$ cat config.mk
export PLATFORM = sky130hd
export DESIGN_NAME = cgms_crc_gen
export DESIGN_NICKNAME = d
export VERILOG_FILES = /design/src/rtl/cgms_crc_pkg.sv /design/src/rtl/cgms_crc_core.sv /design/src/rtl/cgms_bit_pick.sv /design/src/rtl/cgms_pkt_build.sv /design/src/rtl/cgms_crc_gen.sv
export SDC_FILE = /design/constraint.sdc
export NUM_CORES = 1
export LEC_CHECK = 0
export ABC_CLOCK_PERIOD_IN_PS = 3200
export BUFFER_PORTS_ARGS = -buffer_cell sky130_fd_sc_hd__buf_2
export CORE_ASPECT_RATIO = 0.6
export CORE_MARGIN = 2
export CORE_UTILIZATION = 55
export DETAILED_ROUTE_END_ITERATION = 6
export PLACE_DENSITY = 0.92
export SKIP_CTS_REPAIR_TIMING = 1
export SLEW_MARGIN = 10
export SYNTH_ARGS = -nofsm -noshare
export SYNTH_HDL_FRONTEND = slang
export SYNTH_HIERARCHICAL = 1
export SYNTH_SLANG_ARGS = --single-unit
$ cat constraint.sdc
create_clock -name clk -period 3.2 [get_ports clk]
set_input_delay 0.32 -clock clk [delete_from_list [all_inputs] [get_ports clk]]
set_output_delay 0.32 -clock clk [all_outputs]
set_load 0.005 [all_outputs]
$ cat src/rtl/cgms_crc_pkg.sv
package cgms_crc_pkg;

    typedef enum logic [1:0] {
        ST_IDLE  = 2'd0,
        ST_SHIFT = 2'd1,
        ST_PATCH = 2'd2
    } cc_state_t;

    localparam int          CC_CRC_W  = 6;
    localparam logic [5:0]  CC_POLY   = 6'b000011;  // x^6 + x + 1, top term implied
    localparam logic [5:0]  CC_PRESET = 6'b111111;

endpackage

$ cat src/rtl/cgms_crc_core.sv
module cgms_crc_core #(
    parameter int                W      = 6,
    parameter logic [W-1:0]      POLY   = 6'b000011,
    parameter logic [W-1:0]      PRESET = 6'b111111
) (
    input  logic         clk,
    input  logic         rst_n,
    input  logic         init,
    input  logic         step,
    input  logic         din,
    output logic [W-1:0] crc
);

    logic [W-1:0] crc_q;
    logic [W-1:0] crc_nxt;
    logic         fb;

    assign fb = din ^ crc_q[W-1];

    generate
        for (genvar i = 0; i < W; i++) begin : g_tap
            if (i == 0) begin : g_lsb
                assign crc_nxt[0] = POLY[0] & fb;
            end else begin : g_upper
                assign crc_nxt[i] = crc_q[i-1] ^ (POLY[i] & fb);
            end
        end
    endgenerate

    always_ff @(posedge clk) begin
        if (!rst_n) begin
            crc_q <= PRESET;
        end else if (init) begin
            crc_q <= PRESET;
        end else if (step) begin
            crc_q <= crc_nxt;
        end
    end

    assign crc = crc_q;

endmodule

$ cat src/rtl/cgms_bit_pick.sv
module cgms_bit_pick #(
    parameter int N  = 134,
    parameter int IW = 8
) (
    input  logic [N-1:0]  data,
    input  logic [IW-1:0] idx,
    output logic          bit_o
);

    always_comb begin
        bit_o = 1'b0;
        for (int i = 0; i < N; i++) begin
            if (idx == IW'(i)) begin
                bit_o = data[i];
            end
        end
    end

endmodule

$ cat src/rtl/cgms_pkt_build.sv
module cgms_pkt_build #(
    parameter int SLEN = 20,
    parameter int SCOV = 14,
    parameter int LLEN = 134,
    parameter int LCOV = 128,
    parameter int W    = 6
) (
    input  logic [LLEN-1:0] raw,
    input  logic [W-1:0]    crc,
    input  logic            is_long,
    input  logic            crc_on,
    output logic [LLEN-1:0] pkt
);

    always_comb begin
        pkt = '0;
        if (is_long) begin
            pkt = raw;
            if (crc_on) begin
                for (int k = 0; k < W; k++) begin
                    pkt[LCOV+k] = crc[W-1-k];
                end
            end
        end else begin
            pkt[SLEN-1:0] = raw[SLEN-1:0];
            if (crc_on) begin
                for (int k = 0; k < W; k++) begin
                    pkt[SCOV+k] = crc[W-1-k];
                end
            end
        end
    end

endmodule

$ cat src/rtl/cgms_crc_gen.sv
module cgms_crc_gen
    import cgms_crc_pkg::*;
#(
    parameter int SHORT_LEN = 20,
    parameter int LONG_LEN  = 134
) (
    input  logic                clk,
    input  logic                rst_n,
    input  logic                start,
    input  logic                pkt_long,
    input  logic                crc_en_short,
    input  logic                crc_en_long,
    input  logic [LONG_LEN-1:0] raw_bits,
    output logic [LONG_LEN-1:0] pkt_out,
    output logic                busy,
    output logic                done
);

    localparam int SHORT_COV = SHORT_LEN - CC_CRC_W;
    localparam int LONG_COV  = LONG_LEN - CC_CRC_W;
    localparam int CW        = $clog2(LONG_LEN);

    cc_state_t             state_q, state_d;
    logic [CW-1:0]         cnt_q;
    logic [LONG_LEN-1:0]   raw_q;
    logic                  long_q;
    logic                  en_q;
    logic                  accept;
    logic                  last_bit;
    logic                  cur_bit;
    logic [CC_CRC_W-1:0]   crc_val;
    logic [LONG_LEN-1:0]   built;

    assign accept   = (state_q == ST_IDLE) && start;
    assign last_bit = long_q ? (cnt_q == CW'(LONG_COV - 1))
                             : (cnt_q == CW'(SHORT_COV - 1));

    // state register
    always_ff @(posedge clk) begin
        if (!rst_n) begin
            state_q <= ST_IDLE;
        end else begin
            state_q <= state_d;
        end
    end

    // next-state decode
    always_comb begin
        state_d = state_q;
        unique case (state_q)
            ST_IDLE:  if (start)    state_d = ST_SHIFT;
            ST_SHIFT: if (last_bit) state_d = ST_PATCH;
            ST_PATCH:               state_d = ST_IDLE;
            default:                state_d = ST_IDLE;
        endcase
    end

    // capture and bit index
    always_ff @(posedge clk) begin
        if (!rst_n) begin
            raw_q  <= '0;
            long_q <= 1'b0;
            en_q   <= 1'b0;
            cnt_q  <= '0;
        end else if (accept) begin
            raw_q  <= raw_bits;
            long_q <= pkt_long;
            en_q   <= pkt_long ? crc_en_long : crc_en_short;
            cnt_q  <= '0;
        end else if (state_q == ST_SHIFT) begin
            cnt_q  <= cnt_q + 1'b1;
        end
    end

    cgms_bit_pick #(
        .N  (LONG_LEN),
        .IW (CW)
    ) u_pick (
        .data  (raw_q),
        .idx   (cnt_q),
        .bit_o (cur_bit)
    );

    cgms_crc_core #(
        .W      (CC_CRC_W),
        .POLY   (CC_POLY),
        .PRESET (CC_PRESET)
    ) u_crc (
        .clk   (clk),
        .rst_n (rst_n),
        .init  (accept),
        .step  (state_q == ST_SHIFT),
        .din   (cur_bit),
        .crc   (crc_val)
    );

    cgms_pkt_build #(
        .SLEN (SHORT_LEN),
        .SCOV (SHORT_COV),
        .LLEN (LONG_LEN),
        .LCOV (LONG_COV),
        .W    (CC_CRC_W)
    ) u_build (
        .raw     (raw_q),
        .crc     (crc_val),
        .is_long (long_q),
        .crc_on  (en_q),
        .pkt     (built)
    );

    // output register
    always_ff @(posedge clk) begin
        if (!rst_n) begin
            pkt_out <= '0;
            done    <= 1'b0;
        end else begin
            done <= (state_q == ST_PATCH);
            if (state_q == ST_PATCH) begin
                pkt_out <= built;
            end
        end
    end

    assign busy = (state_q != ST_IDLE);

endmodule

## Yosys cells after proc, flatten, opt, wreduce, memory -nomap -nowiden

Cells that the tools add are included.

- Reductions and logical operators: 6
- Bitwise gates (word level): 3
- Add/sub/neg operators: 1
- Multiplexer cells: 143
- Equal/unequal tests: 137

Operators with widths:

| operator | count |
|---|---|
| $eq 8x7->1 const B | 64 |
| $eq 8x6->1 const B | 32 |
| $mux 1 | 136 |
| $eq 8x5->1 const B | 16 |
| $mux 114 | 1 |
| $eq 8x4->1 const B | 8 |
| $eq 8x8->1 const B | 6 |
| $eq 8x3->1 const B | 4 |
| $mux 20 | 1 |
| $eq 8x2->1 const B | 2 |
| $mux 6 | 2 |
| $add 8x1->8 const B | 1 |
| $eq 8x1->1 const B | 1 |
| $logic_not 8->1 | 1 |
| $mux 2 | 2 |
| $ne 2x2->1 const B | 2 |
| $pmux 2 s2 | 1 |
| $eq 2x1->1 const B | 1 |
| $eq 2x2->1 const B | 1 |
| $logic_not 2->1 | 1 |
| $reduce_and 2->1 | 1 |
| $reduce_bool 2->1 | 1 |
| $reduce_or 2->1 | 1 |
| $xor 1x1->1 | 2 |
| other kinds (2) | 2 |

- Bits of input ports: 140
- Register bits after elaboration: 287
- Output and inout bits: 136

## Longest topological paths before layout

- Depth in word-level cells: 137
- Mapped depth: 14
- Gate-level depth less buffers: 10

## Modules after synthesis

The synthesis kept the hierarchy.

By module, submodules not included:

| module | instances | area each (µm²) | cells an instance |
|---|---|---|---|
| cgms_crc_gen | 1 | 9,479.1 | 946 |
| cgms_bit_pick | 1 | 2,284.7 | 344 |
| cgms_pkt_build | 1 | 1,066.0 | 155 |
| cgms_crc_core | 1 | 284.0 | 27 |

## Worst setup path after synthesis

Ideal clock, no wire load.

- Kind: reg2reg
- Start: reg cnt_q[0]
- End: reg u_crc.crc_q[1], in the netlist u_crc/crc[1]
- Stages on the path, launching flop included: 11
- Setup time: 0.138 ns
- Path slack: 0.594 ns
- Arrival time: 2.468 ns
- Clock period less this slack: 2.606 ns
- Required time: 3.062 ns
- Path through: dfxtp_1 buf_4 buf_4 mux4_2 or3_1 o31ai_1 nor3_1 o311ai_1 a31oi_1 xnor3_1 o211ai_2

- Longest elaborated chain between the ends: 137

Ends and longest elaborated chain:

| item | RTL line | text |
|---|---|---|
| start, declared | cgms_crc_gen.sv:24 | `logic [CW-1:0] cnt_q;` |
| start signal, assigned | cgms_crc_gen.sv:71 | `cnt_q <= cnt_q + 1'b1;` |
| $logic_not 8->1 | cgms_bit_pick.sv:13 | `if (idx == IW'(i)) begin` |
| $mux 1 (133 in a row) | cgms_bit_pick.sv:13 |  |
| $mux 1 (*) | cgms_bit_pick.sv:13 |  |
| named net cur_bit | cgms_crc_gen.sv:30 | `logic cur_bit;` |
| $xor 1x1->1 (*) | cgms_crc_core.sv:18 | `assign fb = din ^ crc_q[W-1];` |
| $xor 1x1->1 (*) | cgms_crc_core.sv:25 | `assign crc_nxt[i] = crc_q[i-1] ^ (POLY[i] & fb);` |
| end signal, assigned | cgms_crc_core.sv:36 | `crc_q <= crc_nxt;` |
| end, declared | cgms_crc_core.sv:14 | `logic [W-1:0] crc_q;` |

The timed path passes the listed nets; every way through them passes the cells marked *.
A chain may end at the register's enable or synchronous reset.

## Worst setup path in the final report

- Start: reg cnt_q[1]
- End: reg u_crc.crc_q[1], in the netlist u_crc/crc[1]

The elaborated chain is that of the path after synthesis.

==> impl_metrics.csv <==
group,metric,value,unit
cells_and_area,final_layout_size_suffix_gt1_share,22.90,%
cts,numCtsBuffers,26,
sta,fin_ws,0.1302,ns
global_routing,grt_max_degree,119,
detailed_routing,avgViaCountPerCell,6.015,
cts,cts_buffer_depth,3,
detailed_routing,drc_errors,0,
yosys,ys_seq_area_share,43.81,%
cells_and_area,n_antenna_cell,0,
setup_path,crit_cells,13,
global_routing,grt_pass1_vias,11110,
setup_path,required,3.68,ns
global_routing,antenna_found_initial,0,
detailed_routing,wire_per_inst,20.76,µm
yosys,synthXorXnorAreaFrac,0.3721,%
setup_path,arrival,3.55,ns
detailed_routing,drt-initial-drc-count,1209,
setup_path,r2r_end,"u_crc/crc[1]$_SDFFE_PP1P_",
floorplan,rows,43,
setup_path,crit_path_cell_trace,"buf_6, buf_4, and3b_1, o21ai_0, a41oi_1, nand3_1, a22o_1, a211oi_1, buf_4, o311ai_1, a31oi_1, xnor3_1, o211ai_2",
setup_path,worstSetupEndpoint,"u_crc/crc[1]$_SDFFE_PP1P_",
sta,hold_ws,-0.01230,ns
setup_path,cp_num_buf_inv,3,
floorplan,die_h,123.6,µm
global_routing,groute.usage.overall,31.36,%
detailed_routing,vias,12640,
yosys,syn_inst,1472,
min_path,hold_class,"input pin to flop",
yosys,yosys.area_share.simple,20.10,%
setup_path,cpLargestDelayFamily,"compound AO/OA/AOI/OAI gates",
setup_path,path_common_cell,"buf_4",
cells_and_area,area_growth,25.04,%
setup_path,critPathMaxFanout,12,
placement,portBuffers,275,
sta,finalSetupViolCount,0,
setup_path,path_class,"flop to flop",
cts,clock_latency,0.55,ns
placement,dp_hpwl,28.19,mm
power,powerDensity,488.1,nW/µm²
yosys,synth_top_family_by_area,"compound AO/OA/AOI/OAI gates",
sta,slew_violations,0,
sta,max_freq,325.8,MHz
cells_and_area,final_core_utilization,70.55,%
sta,finalCriticalPeriod,3.070,ns
setup_path,critPathLaunch,"cnt_q[1]$_SDFFE_PP0N_",
yosys,postSynthAreaPerCell,8.909,µm²
placement,dp_cells,1970,
detailed_routing,ant_nets,0,
global_routing,grt_overflow,0,
setup_path,r2r_start,"cnt_q[1]$_SDFFE_PP0N_",
setup_path,cp-start-kind,"flop",
yosys,ys.flop_type,"dfxtp_1",
yosys,ys_types,76,
sta,worst_pin_slew,1.051,ns
sta,relSlewSlack,29.93,%
floorplan,top_level_ports,276,
setup_path,cp-end-kind,"flop",
cts,htree_levels,1,
floorplan,die_area,25140,µm²
setup_path,r2r_setup_slack,0.13,ns
yosys,synth-compound-area-share,25.55,%
run_status,status,"finished, violations left",
yosys,synth_edf_count,0,
job,cap_violations,0,
cts,cts_tree,"done",
placement,place.gp.congestion,1.017,
yosys,synth_nets,1613,
global_routing,grt_pass1_wl,62.08,mm
cts,cts_sinks,287,
sta,finalClockSkew,0.01451,ns
yosys,synthMuxAreaShare,4.007,%
yosys,yosys_warnings,6,
cts,cts-root-buf,"clkbuf_16",
floorplan,dieWidth,203.3,µm
yosys,ys_ff_latch,287,
cells_and_area,nNetsFinal,1907,
setup_path,critPathSlowestCell,"dfxtp_4",
run_status,violations,"negative hold slack",
power,peakVddDrop,396.6,µV
cells_and_area,fin_cells,2101,
power,leakage,6.725,nW
yosys,netlist_area,13110,µm²
floorplan,initial_core_util,56.42,%
setup_path,critPathMaxStageDelay,0.40,ns
cts,clkSlewWorstSetupHoldPaths,0.07,ns
detailed_routing,totalWireLength,43.61,mm
sta,post-route-period-util,95.93,%
setup_path,reg2reg_depth,13,
yosys,synth_fa_ha_area_share,0.09541,%
power,total_power,0.008004,W
sta,hold_viol,8,
detailed_routing,firstDrtPassIters,5,
placement,place_ws,0.1176,ns
floorplan,coreArea,23240,µm²
yosys,async_reset_ff_share,0,%
[worst min path at each step]
stage,from,end,depth (start not counted),slack (ns)
after floorplan,raw_bits[100],raw_q[100]$_SDFFE_PN0P_,1,0.45
after global placement,pkt_out[88]$_SDFFE_PN0P_,pkt_out[88]$_SDFFE_PN0P_,2,0.45
after detailed placement,pkt_out[6]$_SDFFE_PN0P_,pkt_out[6]$_SDFFE_PN0P_,2,0.46
after CTS,raw_bits[50],raw_q[50]$_SDFFE_PN0P_,2,-0.04
after global routing,raw_bits[72],raw_q[72]$_SDFFE_PN0P_,2,-0.005
final,raw_bits[45],raw_q[45]$_SDFFE_PN0P_,2,-0.01
[worst reg2reg max path, cell delays in order, from the launching register on]
cell and delay (ns):
dfxtp_4 0.40, buf_6 0.19, buf_4 0.18, and3b_1 0.21
o21ai_0 0.13, a41oi_1 0.33, nand3_1 0.11, a22o_1 0.22
a211oi_1 0.23, buf_4 0.16, o311ai_1 0.12, a31oi_1 0.28
xnor3_1 0.29, o211ai_2 0.15
[where the power goes]
group          switching (W)  internal, W  leakage, nW
clock                0.00142      0.00198        0.457
combinational       0.000344     0.000383         3.93
sequential          0.000182      0.00370         2.34
[logic make-up after synthesis]
kind of cell | Yosys count
AOI/OAI and AO/OA | 440
xor gates and xnor gates | 4
adders and majority gates | 1
buffers and inverters | 152
DFF | 287
muxes | 45
and+or+nand+nor | 543
[placed cells by master (no fill, tap or decap), drive strengths merged, types with 4 or more instances in the layout]
cell type | synthesis | routed
clkinv | 0 | 4
inv | 10 | 10
dlygate4sd3 | 0 | 82
nor4b | 4 | 4
o22ai | 8 | 8
or4 | 5 | 5
nor3b | 4 | 4
o2111ai | 5 | 5
o21ai | 38 | 38
a32oi | 5 | 5
o211ai | 7 | 7
mux2i | 30 | 30
dfxtp | 287 | 287
o21a | 4 | 4
o31ai | 8 | 8
and3 | 5 | 5
nor3 | 9 | 9
a211oi | 4 | 4
nand2 | 300 | 300
nor2 | 25 | 25
mux2 | 12 | 12
nand2b | 13 | 13
or3 | 7 | 7
a21boi | 136 | 136
a31oi | 8 | 8
nor2b | 21 | 21
and2 | 114 | 114
nand3b | 4 | 4
a22o | 139 | 139
and3b | 4 | 4
a32o | 5 | 5
o311ai | 4 | 4
nand3 | 13 | 13
a21oi | 37 | 37
buf | 66 | 325
clkbuf | 76 | 41
[synth_stat cells (all sizes together) (5+ instances only)]
library cell  count  area (µm²)
a32o              5       50.05
nand2           300        1129
and2            114       713.2
nor2             25       93.84
buf              66       464.2
dfxtp           287        5746
or3               7       43.79
a21boi          136        1021
o211ai            7       57.55
a31oi             8       50.05
o31ai             8       60.06
nand3            13       65.06
mux2i            30       300.3
o2111ai           5       43.79
nor2b            21       138.9
nor3              9       50.05
inv              10       37.54
or4               5       37.54
a22o            139        1217
mux2             12       157.7
o21ai            38       190.2
a21oi            37       185.2
and3              5       31.28
nand2b           13       83.83
a32oi             5       43.79
o22ai             8       50.05
clkbuf           76       292.8
[through the flow]
step / cell area [µm²] / hold WS (ns) / setup TNS [ns]
2_1_floorplan: 13110 / 0.4455 / 0
3_3_place_gp: 14590 / 0.4483 / 0
3_5_place_dp: 14590 / 0.4561 / 0
4_1_cts: 15520 / -0.03804 / 0
5_1_grt: 16400 / -0.004829 / -0.005590
6_report: 16400 / -0.01230 / 0
[cell type report]
| cell class | count | area (µm²) |
|---|---|---|
| clock buffers | 40 | 804.5 |
| clock inverters | 8 | 128.9 |
| fillers | 1750 | 6845 |
| inverters | 10 | 37.54 |
| multi-input cells | 1033 | 6619 |
| flip-flops and latches | 287 | 5759 |
| well taps | 315 | 394.1 |
| repair buffers | 408 | 2654 |
[metal layers]
layer | track usage, % | vias to the layer above | part of all wire (%) | routed length, µm
met5 | 0 | - | 0 | 0
met4 | 5.520 | 0 | 1.8 | 764
met3 | 8.530 | 83 | 11 | 4742
met2 | 47.55 | 704 | 44 | 19210
met1 | 45.27 | 6080 | 43 | 18900
li1 | - | 5771 | - | -
[state kept, by name (all words and copies together), names as in the netlist]
| signal | count |
|---|---|
| long_q | 1 |
| pkt_out | 134 |
| cnt_q | 8 |
| en_q | 1 |
| state_q | 2 |
| u_crc/crc | 6 |
| raw_q | 134 |
| done | 1 |
Note: power is estimated with default switching activity, not from simulation.
